$ cat src/rtl/ds3n_pkg.sv
package ds3n_pkg;

  // timing option chosen by the 2-bit select field
  typedef enum logic {
    TMODE_MASTER = 1'b0,
    TMODE_SLAVE  = 1'b1
  } tmode_e;

  localparam logic [1:0] SEL_SLAVE = 2'b01;

  function automatic tmode_e decode_sel(input logic [1:0] sel);
    return (sel == SEL_SLAVE) ? TMODE_SLAVE : TMODE_MASTER;
  endfunction

endpackage

$ cat src/rtl/ds3n_clkdiv.sv
// Phase counter producing the nibble clock and the capture enable.
module ds3n_clkdiv #(
  parameter int DIV_RATIO = 4
) (
  input  logic clk,
  input  logic rst,
  input  logic run,
  output logic nib_clk,
  output logic sample_now
);
  localparam int PH_W = (DIV_RATIO > 2) ? $clog2(DIV_RATIO) : 1;
  localparam logic [PH_W-1:0] PH_LAST = PH_W'(DIV_RATIO - 1);
  localparam logic [PH_W-1:0] PH_HALF = PH_W'(DIV_RATIO / 2);
  localparam bit   IS_POW2 = ((DIV_RATIO & (DIV_RATIO - 1)) == 0);

  logic [PH_W-1:0] phase;

  always_ff @(posedge clk) begin
    if (rst || !run) begin
      phase <= '0;
    end else if (phase == PH_LAST) begin
      phase <= '0;
    end else begin
      phase <= phase + 1'b1;
    end
  end

  generate
    if (IS_POW2) begin : g_pow2
      // top phase bit is already a 50% duty divided clock
      assign nib_clk = phase[PH_W-1];
    end else begin : g_cmp
      assign nib_clk = (phase >= PH_HALF);
    end
  endgenerate

  // last line-clock edge of the nibble period
  assign sample_now = run && (phase == PH_LAST);

endmodule

$ cat src/rtl/ds3n_pos_track.sv
// Nibble position counter with optional realignment to a frame reference.
module ds3n_pos_track #(
  parameter int FRAME_NIBS = 1176,
  parameter int IDX_W      = 11
) (
  input  logic             clk,
  input  logic             rst,
  input  logic             run,
  input  logic             sample_now,
  input  ds3n_pkg::tmode_e tmode,
  input  logic             ref_in,
  output logic [IDX_W-1:0] idx_use,
  output logic             misalign,
  output logic             sof
);
  import ds3n_pkg::*;

  localparam logic [IDX_W-1:0] IDX_LAST = IDX_W'(FRAME_NIBS - 1);

  logic [IDX_W-1:0] expect_idx;
  logic             realign;

  always_comb begin
    realign  = (tmode == TMODE_SLAVE) && ref_in;
    idx_use  = realign ? '0 : expect_idx;
    misalign = realign && (expect_idx != '0);
    sof      = (idx_use == '0);
  end

  always_ff @(posedge clk) begin
    if (rst || !run) begin
      expect_idx <= '0;
    end else if (sample_now) begin
      expect_idx <= (idx_use == IDX_LAST) ? '0 : idx_use + 1'b1;
    end
  end

endmodule

$ cat src/rtl/ds3n_capture.sv
// Output register stage: one-cycle valid, held payload fields.
module ds3n_capture #(
  parameter int NIB_W = 4,
  parameter int IDX_W = 11
) (
  input  logic             clk,
  input  logic             rst,
  input  logic             run,
  input  logic             sample_now,
  input  logic [NIB_W-1:0] nib_in,
  input  logic [IDX_W-1:0] idx_in,
  input  logic             misalign_in,
  input  logic             sof_in,
  output logic             valid_q,
  output logic [NIB_W-1:0] nib_q,
  output logic [IDX_W-1:0] idx_q,
  output logic             sof_q,
  output logic             err_q
);

  always_ff @(posedge clk) begin
    if (rst || !run) begin
      valid_q <= 1'b0;
      err_q   <= 1'b0;
      sof_q   <= 1'b0;
      idx_q   <= '0;
    end else begin
      valid_q <= sample_now;
      err_q   <= sample_now && misalign_in;
      if (sample_now) begin
        idx_q <= idx_in;
        sof_q <= sof_in;
      end
    end
  end

  generate
    for (genvar b = 0; b < NIB_W; b++) begin : g_bit
      always_ff @(posedge clk) begin
        if (rst || !run) begin
          nib_q[b] <= 1'b0;
        end else if (sample_now) begin
          nib_q[b] <= nib_in[b];
        end
      end
    end
  endgenerate

endmodule

$ cat src/rtl/ds3n_nib_tx_if.sv
module ds3n_nib_tx_if #(
  parameter int NIB_W      = 4,
  parameter int FRAME_NIBS = 1176,
  parameter int DIV_RATIO  = 4,
  parameter int IDX_W      = $clog2(FRAME_NIBS)
) (
  input  logic             clk_line,
  input  logic             rst_sync,
  input  logic             nib_mode_en,
  input  logic [1:0]       tref_sel,
  input  logic             frame_ref_in,
  input  logic [NIB_W-1:0] nib_data_in,
  output logic             nib_clk_out,
  output logic             pay_valid,
  output logic [NIB_W-1:0] pay_nibble,
  output logic [IDX_W-1:0] pay_index,
  output logic             frame_start,
  output logic             align_err
);
  import ds3n_pkg::*;

  tmode_e           tmode;
  logic             smp;
  logic [IDX_W-1:0] idx_use;
  logic             mis;
  logic             sof;

  assign tmode = decode_sel(tref_sel);

  ds3n_clkdiv #(
    .DIV_RATIO(DIV_RATIO)
  ) u_div (
    .clk        (clk_line),
    .rst        (rst_sync),
    .run        (nib_mode_en),
    .nib_clk    (nib_clk_out),
    .sample_now (smp)
  );

  ds3n_pos_track #(
    .FRAME_NIBS(FRAME_NIBS),
    .IDX_W     (IDX_W)
  ) u_pos (
    .clk        (clk_line),
    .rst        (rst_sync),
    .run        (nib_mode_en),
    .sample_now (smp),
    .tmode      (tmode),
    .ref_in     (frame_ref_in),
    .idx_use    (idx_use),
    .misalign   (mis),
    .sof        (sof)
  );

  ds3n_capture #(
    .NIB_W(NIB_W),
    .IDX_W(IDX_W)
  ) u_cap (
    .clk         (clk_line),
    .rst         (rst_sync),
    .run         (nib_mode_en),
    .sample_now  (smp),
    .nib_in      (nib_data_in),
    .idx_in      (idx_use),
    .misalign_in (mis),
    .sof_in      (sof),
    .valid_q     (pay_valid),
    .nib_q       (pay_nibble),
    .idx_q       (pay_index),
    .sof_q       (frame_start),
    .err_q       (align_err)
  );

endmodule

$ cat config.mk
export PLATFORM = sky130hd
export DESIGN_NAME = ds3n_nib_tx_if
export DESIGN_NICKNAME = d
export VERILOG_FILES = /design/src/rtl/ds3n_pkg.sv /design/src/rtl/ds3n_clkdiv.sv /design/src/rtl/ds3n_pos_track.sv /design/src/rtl/ds3n_capture.sv /design/src/rtl/ds3n_nib_tx_if.sv
export SDC_FILE = /design/constraint.sdc
export NUM_CORES = 1
export LEC_CHECK = 0
export BUFFER_PORTS_ARGS = -buffer_cell sky130_fd_sc_hd__buf_4
export CORE_AREA = 4 4 66 68
export DETAILED_ROUTE_END_ITERATION = 8
export DIE_AREA = 0 0 70 72
export GPL_TIMING_DRIVEN = 0
export HOLD_SLACK_MARGIN = 0.06
export SYNTH_ARGS = -nofsm -noshare
export SYNTH_HDL_FRONTEND = slang
export SYNTH_HIERARCHICAL = 1
export SYNTH_SLANG_ARGS = --single-unit
$ cat constraint.sdc
create_clock -name clk_line -period 2.1 [get_ports clk_line]
set_clock_uncertainty 0.05 [all_clocks]
set_input_delay 0 -clock clk_line [delete_from_list [all_inputs] [get_ports clk_line]]
set_output_delay 0 -clock clk_line [all_outputs]
set_load 0.05 [all_outputs]
==> results of run 1 <==
==> sequential cells by signal, indices dropped and copies added (netlist names) <==
signal / count
u_cap/err_q: 1
u_cap/nib_q: 4
u_cap/sof_q: 1
u_cap/idx_q: 11
u_pos/expect_idx: 11
u_cap/valid_q: 1
u_div/phase: 2
==> kinds of logic (layout without fill, tap and decap cells) <==
| kind of cell | after synthesis | after routing | share of synthesized area (%) |
|---|---|---|---|
| AOI/OAI and AO/OA | 26 | 26 | 11.8 |
| adders and majority gates | 3 | 3 | 2.42 |
| buffers and inverters | 19 | 63 | 7.16 |
| DFF | 31 | 31 | 39.9 |
| muxes | 16 | 16 | 10.3 |
| and+or+nand+nor | 78 | 78 | 28.4 |
==> final cells by class <==
| cell class | instances | share of cell area [%] |
|---|---|---|
| Buffer | 11 | 4.19 |
| Clock buffer | 8 | 4.93 |
| Inverter | 8 | 1.48 |
| Multi-Input combinational cell | 123 | 41.4 |
| Sequential cell | 31 | 30.6 |
| Tap cell | 50 | 3.08 |
| Timing Repair Buffer | 36 | 14.3 |
==> cell usage after synthesis, drive strengths merged (2+ instances only) <==
master and count:
or4 4, dfxtp 31, and2 9, mux2i 16, o41ai 2, a21oi 5
inv 7, a31oi 6, nor2b 2, o21ai 5, buf 5, nand2 9
nand2b 2, ha 3, nor2 26, or3 2, clkbuf 6, nand4 6
a41oi 2, nor3 4, and3 3, nand3 4
==> per-stage QoR <==
stage	hold WS (ns)	instances
2_1_floorplan	0.0242	173
3_3_place_gp	0.148	251
3_5_place_dp	0.159	251
4_1_cts	0.158	267
5_1_grt	0.132	267
6_report	0.104	267
==> path summary, 6_finish.rpt <==
path | cells after the start | slack (ns) | endpoint | from
max | 5 | 0.09 | u_pos/expect_idx[1] | u_pos/expect_idx[6]
min | 4 | 0.10 | u_pos/expect_idx[4] | frame_ref_in
max reg2reg | 5 | 0.09 | u_pos/expect_idx[1] | u_pos/expect_idx[6]
min reg2reg | 2 | 0.45 | u_cap/sof_q | u_cap/sof_q
==> metal layers <==
metal / routed length (um) / GRT usage (%) / share of wire, % / up-vias
met5: 0 / 0 / 0 / -
li1: - / - / - / 696
met2: 1860 / 26.9 / 50 / 45
met1: 1640 / 19.2 / 44 / 651
met3: 177 / 4.85 / 4.7 / 6
met4: 74 / 7.87 / 2.0 / 0
==> worst max-delay path: stages (launching register included) <==
cell      delay (ns)
dfxtp_1         0.34
or4_4           0.55
or4_4           0.53
buf_6           0.16
o211ai_1        0.15
a21oi_1         0.09
==> power breakdown <==
part           switching (mW)  internal, mW  total, mW
sequential            0.00157         0.590      0.592
combinational          0.0359        0.0361     0.0720
clock                   0.216         0.299      0.514
total                   0.253         0.925       1.18
==> repair_timing <==
| action | 4_1_cts | 5_1_grt |
|---|---|---|
| resized for setup | 1 | 8 |
| hold endpoints to repair | 8 | 0 |
| setup buffers | 0 | 0 |
| hold buffers | 8 | 0 |
| setup endpoints to repair | 8 | 8 |
==> results.toml, run 1 <==
[finish]
synthToLayoutAreaGrowth_pct = 30.6
final_core_util_pct = 52.6
multiInputGateArea_um2 = 840
final_common_cell = "dfxtp_1"
fin_nets = 229
drive_gt1_share_pct = 25.8
layout_common_cells = "dfxtp_1 (30), buf_4 (29), nor2_1 (26)"
antenna_cells = 0
design_area_mm2 = 0.00203
fillers = 381
seqCellArea_um2 = 622

[detailed_routing]
finalWirelength_mm = 3.75
wl_per_cell_um = 14.1
via_per_inst = 5.24
drc = 0
routed-via-count = 1398
drtPass1Iterations = 4
postRouteAntennaNets = 0
first_iter_violations = 72

[yosys]
synth_top_area_share_pct = 39.9
syn_inst = 173
synth_top_cell_by_area = "dfxtp_1"
yosysSeqAreaShare_pct = 39.9
synthArstFlopShare_pct = 0
synth_ff_type = "dfxtp_1"
yosys_warnings = 6
synth_cell_types = 45
ys_top_cells_by_area = "dfxtp_1 (40%), mux2i_1 (10%), nor2_1 (6.3%), and2_1 (3.2%), a31oi_1 (2.4%)"
synth_edf_count = 0
avgSynthCellArea_um2 = 8.98
syn-cell-area_mm2 = 0.00155
ys_ff_latch = 31
syn-num-nets = 186

[grt]
gr-usage-all-layers_pct = 16.2
grt_pass1_wl_mm = 6.43
grt_max_degree = 11
overflow = 0
antenna_found_initial = 0
grt_pass1_vias = 1320

[clock_network]
cts.path.max_buffers = 2
tritoncts = "yes"
clk_latency_ns = 0.28
cts_buffers = 5
cts_sinks = 31
cts.htree.levels = 2
cts-root-buf = "clkbuf_8"
path_clk_slew_ns = 0.07

[placement]
hpwlAfterDp_mm = 2.73
placed_cell_area_mm2 = 0.00183
place_ws_ns = -0.442
gp_congestion = 0.845
io_buffers = 28

[setup_path]
critPathKind = "register to register"
start_kind = "register"
worst-path-max-fanout = 10
worst_ep_arrival_time_ns = 2.11
endpoint_kind = "register"
crit_required_ns = 2.20

[outcome]
status = "complete, no violations"

[floorplanning]
rows = 23
core_mm2 = 0.00386
dieWidth_um = 70
ios = 29
die_y_um = 72
die-area_mm2 = 0.00504
initial_core_util_pct = 40.3

[sta]
setup_viol = 0
worst_slew_pin_slew_ns = 0.489
final-hold-violation-count = 0
tns_ns = 0
max_slew_margin_pct = 67.4
rsz0062_at_grt = "false"
fin_crit_ns = 2.01
final_max_slew_viol_count = 0
period_share_pct = 95.8
fin_ws_ns = 0.0889
clock.fmax_ghz = 0.497

[power_and_ir_drop]
power_per_cell_area_mw_per_mm2 = 580
power_mw = 1.18
irDropWorstVdd_v = 0.000397
power_leakage_nw = 0.758

[hold_path]
holdCritPathClass = "input pin to register"

[run]
drv_cap = 0
(Power assumes the default switching activity.)
==> inputs of run 2 (changes only) <==
==> constraint.sdc (replaced) <==
create_clock -name clk_line -period 2.1 [get_ports clk_line]
set_clock_uncertainty 0.05 [all_clocks]
set_input_delay 0.105 -clock clk_line [delete_from_list [all_inputs] [get_ports clk_line]]
set_output_delay 0.105 -clock clk_line [all_outputs]
set_load 0.05 [all_outputs]
==> run 2 against run 1 <==
Worst hold slack got worse by 0.0064 ns. Critical path type unchanged. Sequential share of layout area rose by 0.58 points. Non-clock buffer count fell by 3.
==> results.toml, run 2 (synthesized netlist as in run 1, its figures left out) <==
[clock_network]
cts_sinks = 31
cts_buffers = 5
cts.htree.levels = 2
cts-root-buf = "clkbuf_8"
tritoncts = "yes"
clk_latency_ns = 0.28
postCtsSetupBuffers = 0
cts.path.max_buffers = 2
path_clk_slew_ns = 0.06

[finish]
antenna_cells = 0
drive_gt1_share_pct = 25.7
synthToLayoutAreaGrowth_pct = 28.2
design_area_mm2 = 0.00199
layout_common_cells = "dfxtp_1 (30), buf_4 (28), nor2_1 (26)"
final_core_util_pct = 51.7
final_cells = 264
fin_nets = 226
fillers = 379
final_common_cell = "dfxtp_1"
biggestRegsByFlops = "u_cap/idx_q (11), u_pos/expect_idx (11), u_cap/nib_q (4)"

[sta]
holdWs_ns = 0.0972
tns_ns = 0
setup_viol = 0
final_max_slew_viol_count = 0
period_share_pct = 95.8
fin_crit_ns = 2.01
rsz0062_at_grt = "false"
clock.fmax_ghz = 0.497
fin_ws_ns = 0.0881
final-hold-violation-count = 0
max_slew_margin_pct = 66.8
worst_slew_pin_slew_ns = 0.498

[setup_path]
worst_ep_arrival_time_ns = 2.12
start_kind = "register"
crit_required_ns = 2.21
critPathLaunch = "u_pos/expect_idx[6]"
worst-path-max-fanout = 10
critPathKind = "register to register"
ff2ff_setup_slack_ns = 0.09
r2r_start = "u_pos/expect_idx[6]"
endpoint_kind = "register"

[power_and_ir_drop]
irDropWorstVdd_v = 0.000372
power_mw = 1.10
power_per_cell_area_mw_per_mm2 = 555
power_leakage_nw = 0.744

[detailed_routing]
wl_per_cell_um = 14.0
drtPass1Iterations = 4
first_iter_violations = 53
routed-via-count = 1405
finalWirelength_mm = 3.69
drc = 0
via_per_inst = 5.32
postRouteAntennaNets = 0

[outcome]
status = "complete, no violations"

[floorplanning]
ios = 29
dieWidth_um = 70
core_mm2 = 0.00386
rows = 23
die-area_mm2 = 0.00504
die_y_um = 72
initial_core_util_pct = 40.3

[placement]
place_ws_ns = -0.355
hpwlAfterDp_mm = 2.71
placed_cell_area_mm2 = 0.00183
gp_congestion = 0.837
placed_cells = 251
io_buffers = 28

[run]
drv_cap = 0

[hold_path]
holdCritPathClass = "input pin to register"
hold_start = "nib_mode_en"

[grt]
grt_pass1_wl_mm = 6.17
gr-usage-all-layers_pct = 15.3
antenna_found_initial = 0
grt_pass1_vias = 1387
grt_max_degree = 11
overflow = 0
run 2: critical path, cell delays in order (launching register included):
cell and delay (ns):
dfxtp_1 0.34, or4_4 0.55, or4_4 0.53, buf_6 0.16, a31oi_1 0.17, o41ai_1 0.09
run 2: cell type report:
cell class | instances | area [um^2] | share of cell area (%)
Multi-Input combinational cell | 123 | 845 | 42.4
Sequential cell | 31 | 622 | 31.2
Timing Repair Buffer | 33 | 260 | 13.1
Buffer | 11 | 91.3 | 4.59
Clock buffer | 7 | 76.3 | 3.83
Tap cell | 50 | 62.6 | 3.14
Inverter | 8 | 30.0 | 1.51
Clock inverter | 1 | 5.00 | 0.251
run 2: worst paths after layout:
check / endpoint / cells after the start
max: u_pos/expect_idx[6] / 5
min: u_div/phase[0] / 2
max reg2reg: u_pos/expect_idx[6] / 5
min reg2reg: u_div/phase[0] / 1
run 2: layer usage:
| metal | vias up | wire, um | GRT usage [%] |
|---|---|---|---|
| met5 | - | 0 | 0 |
| met4 | 0 | 77 | 7.45 |
| met3 | 10 | 182 | 4.02 |
| met2 | 39 | 1850 | 27.1 |
| met1 | 662 | 1580 | 17.2 |
| li1 | 694 | - | - |
run 2: what timing repair did:
item,in CTS,in global routing
gates resized for setup,2,6
hold endpoints to repair,5,0
hold buffers,5,0
endpoints found under the setup margin,5,8
run 2: power breakdown:
part	internal [mW]	switching [mW]
Combinational	0.0333	0.0348
Clock	0.232	0.213
Sequential	0.590	0.00142
Total	0.855	0.250
==> inputs of run 3 (changes only) <==
==> constraint.sdc (replaced) <==
create_clock -name clk_line -period 2.45 [get_ports clk_line]
set_clock_uncertainty 0.05 [all_clocks]
set_input_delay 0.1225 -clock clk_line [delete_from_list [all_inputs] [get_ports clk_line]]
set_output_delay 0.1225 -clock clk_line [all_outputs]
set_load 0.05 [all_outputs]
==> run 3 against run 2 <==
Wire length rose by 0.54%. First-iteration DRC count increased by 25%. Non-clock buffer count is the same. Die area is the same. Critical path type is now input pin to register. Critical endpoint is now u_pos/expect_idx[9]. Largest cell class unchanged.
==> results.toml, run 3 (synthesized netlist as in run 1, its figures left out) <==
[detailed_routing]
wl_per_cell_um = 14.0
finalWirelength_mm = 3.71
routed-via-count = 1388
drtPass1Iterations = 4
first_iter_violations = 66
postRouteAntennaNets = 0
drc = 0
via_per_inst = 5.26

[floorplanning]
die-area_mm2 = 0.00504
ios = 29
core_mm2 = 0.00386
rows = 23
initial_core_util_pct = 40.3
dieWidth_um = 70
die_y_um = 72

[setup_path]
critical-path-top-delay-family = "simple AND/OR/NAND/NOR gates"
worst_ep_arrival_time_ns = 2.30
critPathSlowestCell = "or4_4"
critPathKind = "input pin to register"
critPathBufInv = 4
r2r_start = "u_pos/expect_idx[0]"
ff2ff_setup_slack_ns = 0.42
crit_required_ns = 2.58
reg2reg_to = "u_pos/expect_idx[9]"
cp_common_cell = "nand2_1"
cp_cell_sequence = "buf_4 -> nor2b_4 -> nand2_1 -> clkbuf_2 -> nand2_1 -> inv_1 -> ha_1 -> nand3_1 -> or4_4 -> buf_6 -> a31oi_1 -> o21ai_1"
start_kind = "input pin"
worst-path-max-fanout = 10
endpoint_kind = "register"
cp_num_cells = 12
max_stage_delay_ns = 0.50
r2r_cells = 8

[finish]
biggestRegsByFlops = "u_cap/idx_q (11), u_pos/expect_idx (11), u_cap/nib_q (4)"
fillers = 391
synthToLayoutAreaGrowth_pct = 27.3
multiInputGateArea_um2 = 822
final_common_cell = "dfxtp_1"
fin_nets = 226
drive_gt1_share_pct = 24.3
design_area_mm2 = 0.00198
layout_common_cells = "dfxtp_1 (31), buf_4 (28), nor2_1 (26)"
antenna_cells = 0
seqCellArea_um2 = 621

[clock_network]
cts_sinks = 31
tritoncts = "yes"
clk_latency_ns = 0.28
cts-root-buf = "clkbuf_8"
path_clk_slew_ns = 0.07
cts_buffers = 5
cts.path.max_buffers = 2
cts.htree.levels = 2

[hold_path]
min_to = "u_div/phase[0]"
hold_path_depth = 2
hold_start = "nib_mode_en"
holdCritPathClass = "input pin to register"

[sta]
clock.fmax_ghz = 0.459
final-hold-violation-count = 0
final_max_slew_viol_count = 0
max_slew_margin_pct = 68.2
setup_viol = 0
holdWs_ns = 0.111
fin_crit_ns = 2.18
period_share_pct = 88.8
worst_slew_pin_slew_ns = 0.477
rsz0062_at_grt = "false"

[grt]
grt_pass1_wl_mm = 6.38
gr-usage-all-layers_pct = 16.0
overflow = 0
grt_pass1_vias = 1314
grt_max_degree = 11
antenna_found_initial = 0

[outcome]
status = "complete, no violations"

[power_and_ir_drop]
power_per_cell_area_mw_per_mm2 = 508
irDropWorstVdd_v = 0.000339
power_leakage_nw = 0.744
power_mw = 1.00

[run]
drv_cap = 0

[placement]
io_buffers = 28
placed_cell_area_mm2 = 0.00183
gp_congestion = 0.845
hpwlAfterDp_mm = 2.73
run 3: cell types whose count changed in the layout (fill, tap and decap cells not counted):
cell,before,now
clkbuf_2,0,1
clkbuf_1,7,6
and2_1,7,8
clkinv_2,1,0
clkbuf_8,6,7
nand2_1,8,9
nand2_4,1,0
ha_1,2,3
ha_4,1,0
and2_4,1,0
dfxtp_2,1,0
dfxtp_1,30,31
run 3: worst max-delay path by stage:
| stage | end | from | slack (ns) |
|---|---|---|---|
| global route | u_pos/expect_idx[8] | tref_sel[0] | 0.06 |
| global placement | u_pos/expect_idx[6] | tref_sel[0] | -0.16 |
| finish | u_pos/expect_idx[9] | tref_sel[0] | 0.27 |
| detailed placement | u_pos/expect_idx[1] | tref_sel[0] | -0.21 |
| floorplan | u_pos/expect_idx[1] | tref_sel[0] | 0.31 |
| CTS | u_pos/expect_idx[1] | tref_sel[0] | 0.09 |
run 3: cell type report:
type | count | share of cell area [%]
Timing Repair Buffer | 33 | 13.2
Inverter | 8 | 1.52
Clock buffer | 8 | 5.06
Buffer | 11 | 4.17
Sequential cell | 31 | 31.4
Tap cell | 50 | 3.16
Multi-Input combinational cell | 123 | 41.6
run 3: report_power, final:
part | internal [mW] | leakage, nW | switching (mW)
logic | 0.0272 | 0.442 | 0.0294
registers | 0.506 | 0.250 | 0.00135
clock network | 0.256 | 0.0515 | 0.185
total | 0.789 | 0.744 | 0.215
run 3: repair_timing:
| item | CTS | global route |
|---|---|---|
| endpoints found under the setup margin | 0 | 8 |
| resized for setup | 0 | 2 |
| hold buffers | 5 | 0 |
| buffers inserted | 0 | 0 |
| hold endpoints to repair | 5 | 0 |
run 3: metrics by stage:
step | TNS (ns) | std cells | setup slack (ns) | utilization (%)
after detailed placement | -1.44 | 251 | -0.215 | 47.4
after floorplan | 0 | 173 | 0.311 | -
after global routing | 0 | 264 | 0.0643 | 51.3
after global placement | -0.974 | 251 | -0.156 | 47.4
final | 0 | 264 | 0.274 | 51.3
after CTS | 0 | 264 | 0.0909 | 51.3
run 3: layer usage:
layer  share of wire (%)  vias to the layer above  track usage, %
met5                   0                        -               0
met4                 2.0                        0            7.87
met3                 4.7                        6            4.99
met2                  50                       42            26.5
met1                  44                      650            18.9
li1                    -                      690               -
